**config.mk**
```make
export PLATFORM = sky130hd
export DESIGN_NAME = glyph_expander
export DESIGN_NICKNAME = d
export VERILOG_FILES = /design/src/rtl/glyph_pkg.sv /design/src/rtl/glyph_regs.sv /design/src/rtl/glyph_row.sv /design/src/rtl/glyph_expander.sv
export SDC_FILE = /design/constraint.sdc
export NUM_CORES = 1
export LEC_CHECK = 0
export BUFFER_PORTS_ARGS = -buffer_cell sky130_fd_sc_hd__buf_2
export CAP_MARGIN = 20
export CORE_MARGIN = 2
export CORE_UTILIZATION = 50
export CTS_CLUSTER_SIZE = 24
export DETAILED_ROUTE_END_ITERATION = 12
export PLACE_DENSITY = 0.71
export SYNTH_ARGS = -nofsm -noshare
export SYNTH_HDL_FRONTEND = slang
export SYNTH_HIERARCHICAL = 1
export SYNTH_SLANG_ARGS = --single-unit
```
**constraint.sdc**
```tcl
create_clock -name clk -period 9.16 [get_ports clk]
set_clock_uncertainty 0.2 [all_clocks]
set_input_delay 0 -clock clk [delete_from_list [all_inputs] [get_ports clk]]
set_output_delay 0 -clock clk [all_outputs]
set_load 0.005 [all_outputs]
```
**src/rtl/glyph_pkg.sv**
```systemverilog
package glyph_pkg;
    localparam int COORD_W = 16;
    localparam int COLOR_W = 32;
    localparam int ROW_W   = 32;
    localparam int WFLD_W  = $clog2(ROW_W);
    localparam int CNT_W   = $clog2(ROW_W + 1);
    localparam int DATA_W  = 2 * COLOR_W;

    typedef enum logic [2:0] {
        SEL_FG     = 3'd0,
        SEL_BG     = 3'd1,
        SEL_COLORS = 3'd2,
        SEL_WIDTH  = 3'd3,
        SEL_ORIGIN = 3'd4,
        SEL_STEP   = 3'd5,
        SEL_ROW    = 3'd6
    } reg_sel_e;

    typedef struct packed {
        logic [COORD_W-1:0] y;
        logic [COORD_W-1:0] x;
    } coord_t;

    typedef struct packed {
        logic               valid;
        coord_t             at;
        logic [COLOR_W-1:0] color;
    } pixel_t;

    function automatic coord_t coord_add(coord_t a, coord_t b);
        coord_t r;
        r.y = a.y + b.y;
        r.x = a.x + b.x;
        return r;
    endfunction

    function automatic logic [CNT_W-1:0] width_decode(logic [WFLD_W-1:0] f);
        return (f == '0) ? CNT_W'(ROW_W) : CNT_W'(f);
    endfunction
endpackage

```
**src/rtl/glyph_regs.sv**
```systemverilog
module glyph_regs
    import glyph_pkg::*;
(
    input  logic                clk,
    input  logic                rst,
    input  logic                wr_en,
    input  reg_sel_e            wr_sel,
    input  logic [DATA_W-1:0]   wr_data,
    input  logic                row_done,
    output logic [COLOR_W-1:0]  fg,
    output logic [COLOR_W-1:0]  bg,
    output logic [CNT_W-1:0]    width,
    output coord_t              origin,
    output coord_t              step
);
    logic [WFLD_W-1:0] width_f;

    always_ff @(posedge clk) begin
        if (rst) begin
            fg      <= '0;
            bg      <= '0;
            width_f <= '0;
            origin  <= '0;
            step    <= '{y: COORD_W'(1), x: '0};
        end else begin
            if (wr_en) begin
                unique case (wr_sel)
                    SEL_FG:     fg <= wr_data[COLOR_W-1:0];
                    SEL_BG:     bg <= wr_data[COLOR_W-1:0];
                    SEL_COLORS: begin
                        fg <= wr_data[DATA_W-1:COLOR_W];
                        bg <= wr_data[COLOR_W-1:0];
                    end
                    SEL_WIDTH:  width_f <= wr_data[WFLD_W-1:0];
                    SEL_ORIGIN: origin  <= coord_t'(wr_data[2*COORD_W-1:0]);
                    SEL_STEP:   step    <= coord_t'(wr_data[2*COORD_W-1:0]);
                    default:    ;
                endcase
            end
            if (row_done) origin <= coord_add(origin, step);
        end
    end

    assign width = width_decode(width_f);

    assert_no_write_during_row_R9: assert property (@(posedge clk) disable iff (rst)
        !(wr_en && row_done));

    assert_width_legal_R3: assert property (@(posedge clk) disable iff (rst)
        (width >= CNT_W'(1)) && (width <= CNT_W'(ROW_W)));
endmodule

```
**src/rtl/glyph_row.sv**
```systemverilog
module glyph_row
    import glyph_pkg::*;
(
    input  logic                clk,
    input  logic                rst,
    input  logic                start,
    input  logic [ROW_W-1:0]    row_word,
    input  logic [CNT_W-1:0]    width,
    input  coord_t              origin,
    input  logic [COLOR_W-1:0]  fg,
    input  logic [COLOR_W-1:0]  bg,
    output logic                busy,
    output logic                row_done,
    output pixel_t              pix
);
    logic [ROW_W-1:0] shreg;
    logic [CNT_W-1:0] idx;

    assign row_done = busy && (idx == width - CNT_W'(1));

    always_ff @(posedge clk) begin
        if (rst) begin
            busy  <= 1'b0;
            shreg <= '0;
            idx   <= '0;
        end else if (start) begin
            busy  <= 1'b1;
            shreg <= row_word;
            idx   <= '0;
        end else if (busy) begin
            shreg <= {shreg[ROW_W-2:0], 1'b0};
            idx   <= idx + CNT_W'(1);
            if (row_done) busy <= 1'b0;
        end
    end

    always_comb begin
        pix.valid = busy;
        pix.at.y  = origin.y;
        pix.at.x  = origin.x + COORD_W'(idx);
        pix.color = shreg[ROW_W-1] ? fg : bg;
    end

    assert_idx_in_range_R7: assert property (@(posedge clk) disable iff (rst)
        busy |-> (idx < width));

    assert_row_ends_R10: assert property (@(posedge clk) disable iff (rst)
        row_done |=> !busy);

    assert_pixel_advance_R6: assert property (@(posedge clk) disable iff (rst)
        (busy && !row_done) |=> (busy && pix.at.x == $past(pix.at.x) + COORD_W'(1)
                                 && pix.at.y == $past(pix.at.y)));

    assert_start_when_idle_R9: assert property (@(posedge clk) disable iff (rst)
        start |-> !busy);
endmodule

```
**src/rtl/glyph_expander.sv**
```systemverilog
module glyph_expander
    import glyph_pkg::*;
(
    input  logic                clk,
    input  logic                rst,
    input  logic                wr_en,
    input  logic [2:0]          wr_sel,
    input  logic [DATA_W-1:0]   wr_data,
    output logic                wr_ready,
    output logic                px_valid,
    output logic [COORD_W-1:0]  px_x,
    output logic [COORD_W-1:0]  px_y,
    output logic [COLOR_W-1:0]  px_color,
    output logic                busy
);
    reg_sel_e           sel;
    logic               accept;
    logic               start;
    logic               cfg_wr;
    logic               row_done;
    logic [COLOR_W-1:0] fg;
    logic [COLOR_W-1:0] bg;
    logic [CNT_W-1:0]   width;
    coord_t             origin;
    coord_t             step;
    pixel_t             pix;

    assign sel      = reg_sel_e'(wr_sel);
    assign wr_ready = !busy;
    assign accept   = wr_en && wr_ready;
    assign start    = accept && (sel == SEL_ROW);
    assign cfg_wr   = accept && (sel != SEL_ROW);

    glyph_regs u_regs (
        .clk      (clk),
        .rst      (rst),
        .wr_en    (cfg_wr),
        .wr_sel   (sel),
        .wr_data  (wr_data),
        .row_done (row_done),
        .fg       (fg),
        .bg       (bg),
        .width    (width),
        .origin   (origin),
        .step     (step)
    );

    glyph_row u_row (
        .clk      (clk),
        .rst      (rst),
        .start    (start),
        .row_word (wr_data[ROW_W-1:0]),
        .width    (width),
        .origin   (origin),
        .fg       (fg),
        .bg       (bg),
        .busy     (busy),
        .row_done (row_done),
        .pix      (pix)
    );

    assign px_valid = pix.valid;
    assign px_x     = pix.at.x;
    assign px_y     = pix.at.y;
    assign px_color = pix.color;

    assert_busy_from_row_write_R9: assert property (@(posedge clk) disable iff (rst)
        $rose(busy) |-> $past(wr_en && wr_sel == 3'd6));

    assert_colour_source_R5: assert property (@(posedge clk) disable iff (rst)
        px_valid |-> (px_color == fg || px_color == bg));

    assert_row_origin_held_R8: assert property (@(posedge clk) disable iff (rst)
        (busy && !row_done) |=> $stable(origin));
endmodule

```
==> key figures <==
Run status
  – Outcome: finished, final reports clean

Logic synthesis
  – Number of flip-flops and latches in the synthesized netlist: 172
  – Average footprint of a synthesized cell: 8.23 µm²
  – Cell types with the highest counts after synthesis: sky130_fd_sc_hd__nand2_1 (184), sky130_fd_sc_hd__dfxtp_1 (172), sky130_fd_sc_hd__a21oi_1 (166)
  – Proportion of netlist area held by the largest area contributor: 36.4%
  – Yosys warnings: 6
  – Largest area contributor in the netlist: sky130_fd_sc_hd__dfxtp_1
  – Main area contributors after synthesis: sky130_fd_sc_hd__dfxtp_1 (36%), sky130_fd_sc_hd__a21oi_1 (8.8%), sky130_fd_sc_hd__nand2_1 (7.3%), sky130_fd_sc_hd__mux2i_1 (7.1%), sky130_fd_sc_hd__ha_1 (5.0%)
  – Cells after synthesis: 1151
  – Primary flip-flop cell chosen by synthesis mapping: sky130_fd_sc_hd__dfxtp_1
  – Number of synthesized flops with an enable pin: 0
  – Post-synth ARST share: 0%
  – Share of synthesized area occupied by flip-flops and latches: 36.4%
  – Post-synthesis cell area: 0.00947 mm²
  – Leading cell type by number of instances after synthesis: sky130_fd_sc_hd__nand2_1
  – Cell variety after synth: 65
  – Net Count, Synth: 1262

Finish
  – End-of-flow core utilization: 60.6%
  – Area added between synthesis and finish: 19.3%
  – Combined area of the multi-input logic cells: 0.00552 mm²
  – Fraction of layout instances using a drive strength above 1: 17.5%
  – Final net count: 1398
  – ANT cells: 0
  – Area taken by flip-flops and latches: 0.00344 mm²
  – Layout filler cell count: 1642

Setup path
  – Endpoint type of the worst setup path: flop
  – Critical-path top delay cell: sky130_fd_sc_hd__or4_1
  – Critical path type: reg2reg
  – Endpoint of the worst register-to-register path: u_regs/origin[9]$_SDFFE_PP0P_
  – Start of the worst register-to-register path: u_regs/width_f[0]$_SDFFE_PP0P_
  – Crit path required time: 9.34 ns
  – Critical path fanouts, max: 22
  – Number of buffers and inverters on the critical path: 2
  – Arrival time of the worst setup path: 3.87 ns
  – Logic depth of the worst register-to-register path: 13
  – Worst Setup Start Kind: flop
  – CP top delay family: simple AND/OR/NAND/NOR gates
  – Cell chain of the critical path: or4_1 > nor2_1 > xnor2_1 > or3_1 > a211oi_2 > nor3b_2 > buf_4 > inv_1 > nor2_1 > nand4_1 > o31a_1 > o21ai_0 > a211o_1
  – Stage delay of the slowest cell on the critical path: 0.53 ns
  – Cell mode on critical path: sky130_fd_sc_hd__nor2_1
  – Setup slack of the most critical reg-to-reg path: 5.47 ns

Clock network
  – CTS tree: yes
  – H-Tree Level Count: 4
  – Total setup buffers inserted after CTS: 0
  – Clk Latency, worst-skew pair: 0.43 ns
  – Clock sink total: 172
  – Number of CTS-inserted buffers: 17
  – Root buffer selected by CTS: sky130_fd_sc_hd__clkbuf_16
  – Largest buffer count on any clock path: 2
  – Clock transition time at the flip-flop clock pins of the worst setup and hold paths: 0.06 ns

Placed design
  – Number of port buffers: 136
  – Dpl hpwl: 16900 µm
  – Worst Setup Slack post-DPL: 5.52 ns
  – Global placer's final weighted congestion: 0.860

Timing
  – Period Utilization, post-route: 40.3%
  – Minimum clock period after layout: 3.69 ns
  – Maximum frequency from static timing analysis: 271 MHz
  – Final number of setup-violating endpoints: 0
  – Final count of pins violating max slew: 0
  – Final hold violation count: 0
  – Slew headroom: 33.7%
  – Aggregate negative setup slack: 0 ns
  – Final worst setup slack: 5.47 ns
  – Worst-margin pin slew: 0.994 ns
  – Setup repair after global routing missed its margin: no
  – Smallest hold slack: 0.0215 ns

Global routing
  – Largest net degree at the start of global routing: 98
  – Wire length of the first global-routing pass: 41800 µm
  – All-Layer GR Usage: 26.0%
  – Remaining Overflow, GRT: 0
  – Via count of the first global-routing pass: 8357
  – Initial antenna violation count: 0

Min path
  – Critical hold path startpoint: wr_sel[1]
  – Path class of the lowest-slack min-delay path: in2reg
  – Worst hold endpoint: u_regs/width_f[4]$_SDFFE_PP0P_
  – Cell count of the worst hold path: 4

Drt
  – Number of vias per cell after detailed routing: 5.72
  – Average wire length per cell after detail routing: 17.1 µm
  – DRC violations left: 0
  – Drt total wl: 26200 µm
  – DRC violation total after the first TritonRoute iteration: 637
  – Number of detailed-route iterations in the first pass: 5
  – Number of nets still failing antenna checks after routing: 0
  – DR vias: 8771

Power
  – Worst-case vdd ir drop: 0.148 mV
  – Power per cell area: 150 mW/mm²
  – Total design power: 1.70 mW
  – Leakage: 4.70 nW

Floorplanning
  – Number of cell rows: 50
  – Top-level I/O count: 137
  – Floorplan die width: 142 µm
  – Die Span Y: 142 µm
  – Overall die area: 0.0201 mm²
  – Area of the core region: 0.0186 mm²
  – Initial Util: 50.8%

Flow run
  – Number of maximum-capacitance violations: 0
==> report_power, final <==
group / switching [mW] / total [mW] / internal [mW]
registers: 0.0210 / 0.795 / 0.774
logic: 0.131 / 0.237 / 0.106
clock network: 0.309 / 0.666 / 0.358
total: 0.461 / 1.70 / 1.24
==> kinds of logic (layout without fill, tap and decap cells) <==
| logic type | Yosys count | after routing | share of synthesized area [%] |
|---|---|---|---|
| AOI/OAI and AO/OA | 304 | 304 | 20.0 |
| and+or+nand+nor | 377 | 377 | 17.1 |
| DFF | 172 | 172 | 36.4 |
| xor gates and xnor gates | 47 | 47 | 4.49 |
| buffers and inverters | 111 | 260 | 5.44 |
| adders and majority gates | 41 | 41 | 5.66 |
| muxes | 99 | 99 | 10.9 |
==> registers in the layout, summed over array words and instances, names as in the netlist <==
signal,flops
u_row/idx,6
u_regs/step,32
u_regs/fg,32
u_regs/bg,32
u_regs/origin,32
u_regs/width_f,5
u_row/shreg,32
u_row/busy,1
==> metal layers <==
layer / part of all wire (%) / GRT usage, % / wire length [µm] / vias up
li1: - / - / - / 4335
met1: 43 / 32.7 / 11300 / 4106
met2: 48 / 43.8 / 12700 / 275
met3: 5.2 / 4.56 / 1350 / 55
met4: 3.3 / 11.5 / 874 / 0
met5: 0 / 0 / 0 / -
==> worst max path at each step <==
stage	startpoint	endpoint	slack (ns)	cells after the start
floorplan	u_regs/width_f[0]$_SDFFE_PP0P_	u_regs/origin[28]$_SDFFE_PP0P_	6.09	11
global placement	u_regs/width_f[0]$_SDFFE_PP0P_	u_regs/origin[9]$_SDFFE_PP0P_	5.67	13
detailed placement	u_regs/width_f[0]$_SDFFE_PP0P_	u_regs/origin[12]$_SDFFE_PP0P_	5.52	11
CTS	u_regs/width_f[0]$_SDFFE_PP0P_	u_regs/origin[12]$_SDFFE_PP0P_	5.50	13
global route	u_regs/width_f[0]$_SDFFE_PP0P_	u_regs/origin[12]$_SDFFE_PP0P_	5.10	11
finish	u_regs/width_f[0]$_SDFFE_PP0P_	u_regs/origin[9]$_SDFFE_PP0P_	5.47	13
==> through the flow <==
step | area (µm²) | cells
6_report | 11300 | 1534
5_1_grt | 11300 | 1534
4_1_cts | 11300 | 1534
3_5_place_dp | 10100 | 1434
3_3_place_gp | 10100 | 1434
2_1_floorplan | 9470 | 1151
==> area by class of cell <==
cell class / count / share of cell area (%)
sequential: 172 / 30.5
timing repair buffer: 218 / 13.0
inverter: 10 / 0.332
tap: 234 / 2.59
multi-input combinational: 868 / 48.8
clock buffer: 21 / 3.99
clock inverter: 11 / 0.753
==> worst register-to-register path: stages, from the launching register on <==
cell and delay, ns:
sky130_fd_sc_hd__dfxtp_1 0.36, sky130_fd_sc_hd__or4_1 0.53, sky130_fd_sc_hd__nor2_1 0.13, sky130_fd_sc_hd__xnor2_1 0.08, sky130_fd_sc_hd__or3_1 0.36, sky130_fd_sc_hd__a211oi_2 0.29
sky130_fd_sc_hd__nor3b_2 0.21, sky130_fd_sc_hd__buf_4 0.25, sky130_fd_sc_hd__inv_1 0.39, sky130_fd_sc_hd__nor2_1 0.38, sky130_fd_sc_hd__nand4_1 0.14, sky130_fd_sc_hd__o31a_1 0.13
sky130_fd_sc_hd__o21ai_0 0.07, sky130_fd_sc_hd__a211o_1 0.11
==> layout by cell type (no fill, tap or decap), types with 4 or more instances in the layout <==
cell type	instances
sky130_fd_sc_hd__buf_2	135
sky130_fd_sc_hd__and2_1	7
sky130_fd_sc_hd__a31oi_1	5
sky130_fd_sc_hd__dlygate4sd3_1	68
sky130_fd_sc_hd__nand2_1	184
sky130_fd_sc_hd__nand4_1	11
sky130_fd_sc_hd__o221ai_1	33
sky130_fd_sc_hd__dfxtp_1	171
sky130_fd_sc_hd__buf_4	15
sky130_fd_sc_hd__mux2_2	32
sky130_fd_sc_hd__nand2b_1	6
sky130_fd_sc_hd__clkbuf_16	17
sky130_fd_sc_hd__a21oi_1	166
sky130_fd_sc_hd__mux2i_1	67
sky130_fd_sc_hd__nor2b_1	6
sky130_fd_sc_hd__a211oi_1	19
sky130_fd_sc_hd__a21o_1	16
sky130_fd_sc_hd__inv_1	10
sky130_fd_sc_hd__o21bai_1	6
sky130_fd_sc_hd__xor2_1	14
sky130_fd_sc_hd__o21ai_0	18
sky130_fd_sc_hd__nand3_1	15
sky130_fd_sc_hd__xnor2_1	32
sky130_fd_sc_hd__o22ai_1	11
sky130_fd_sc_hd__nor3_1	8
sky130_fd_sc_hd__nor2_1	114
sky130_fd_sc_hd__ha_1	38
sky130_fd_sc_hd__and3_1	4
==> repair_timing <==
item                                   in CTS  in global routing
hold buffers                               68                  0
endpoints found under the hold margin     165                  0
gates resized for setup                     0                  0
(Power assumes the default switching activity.)
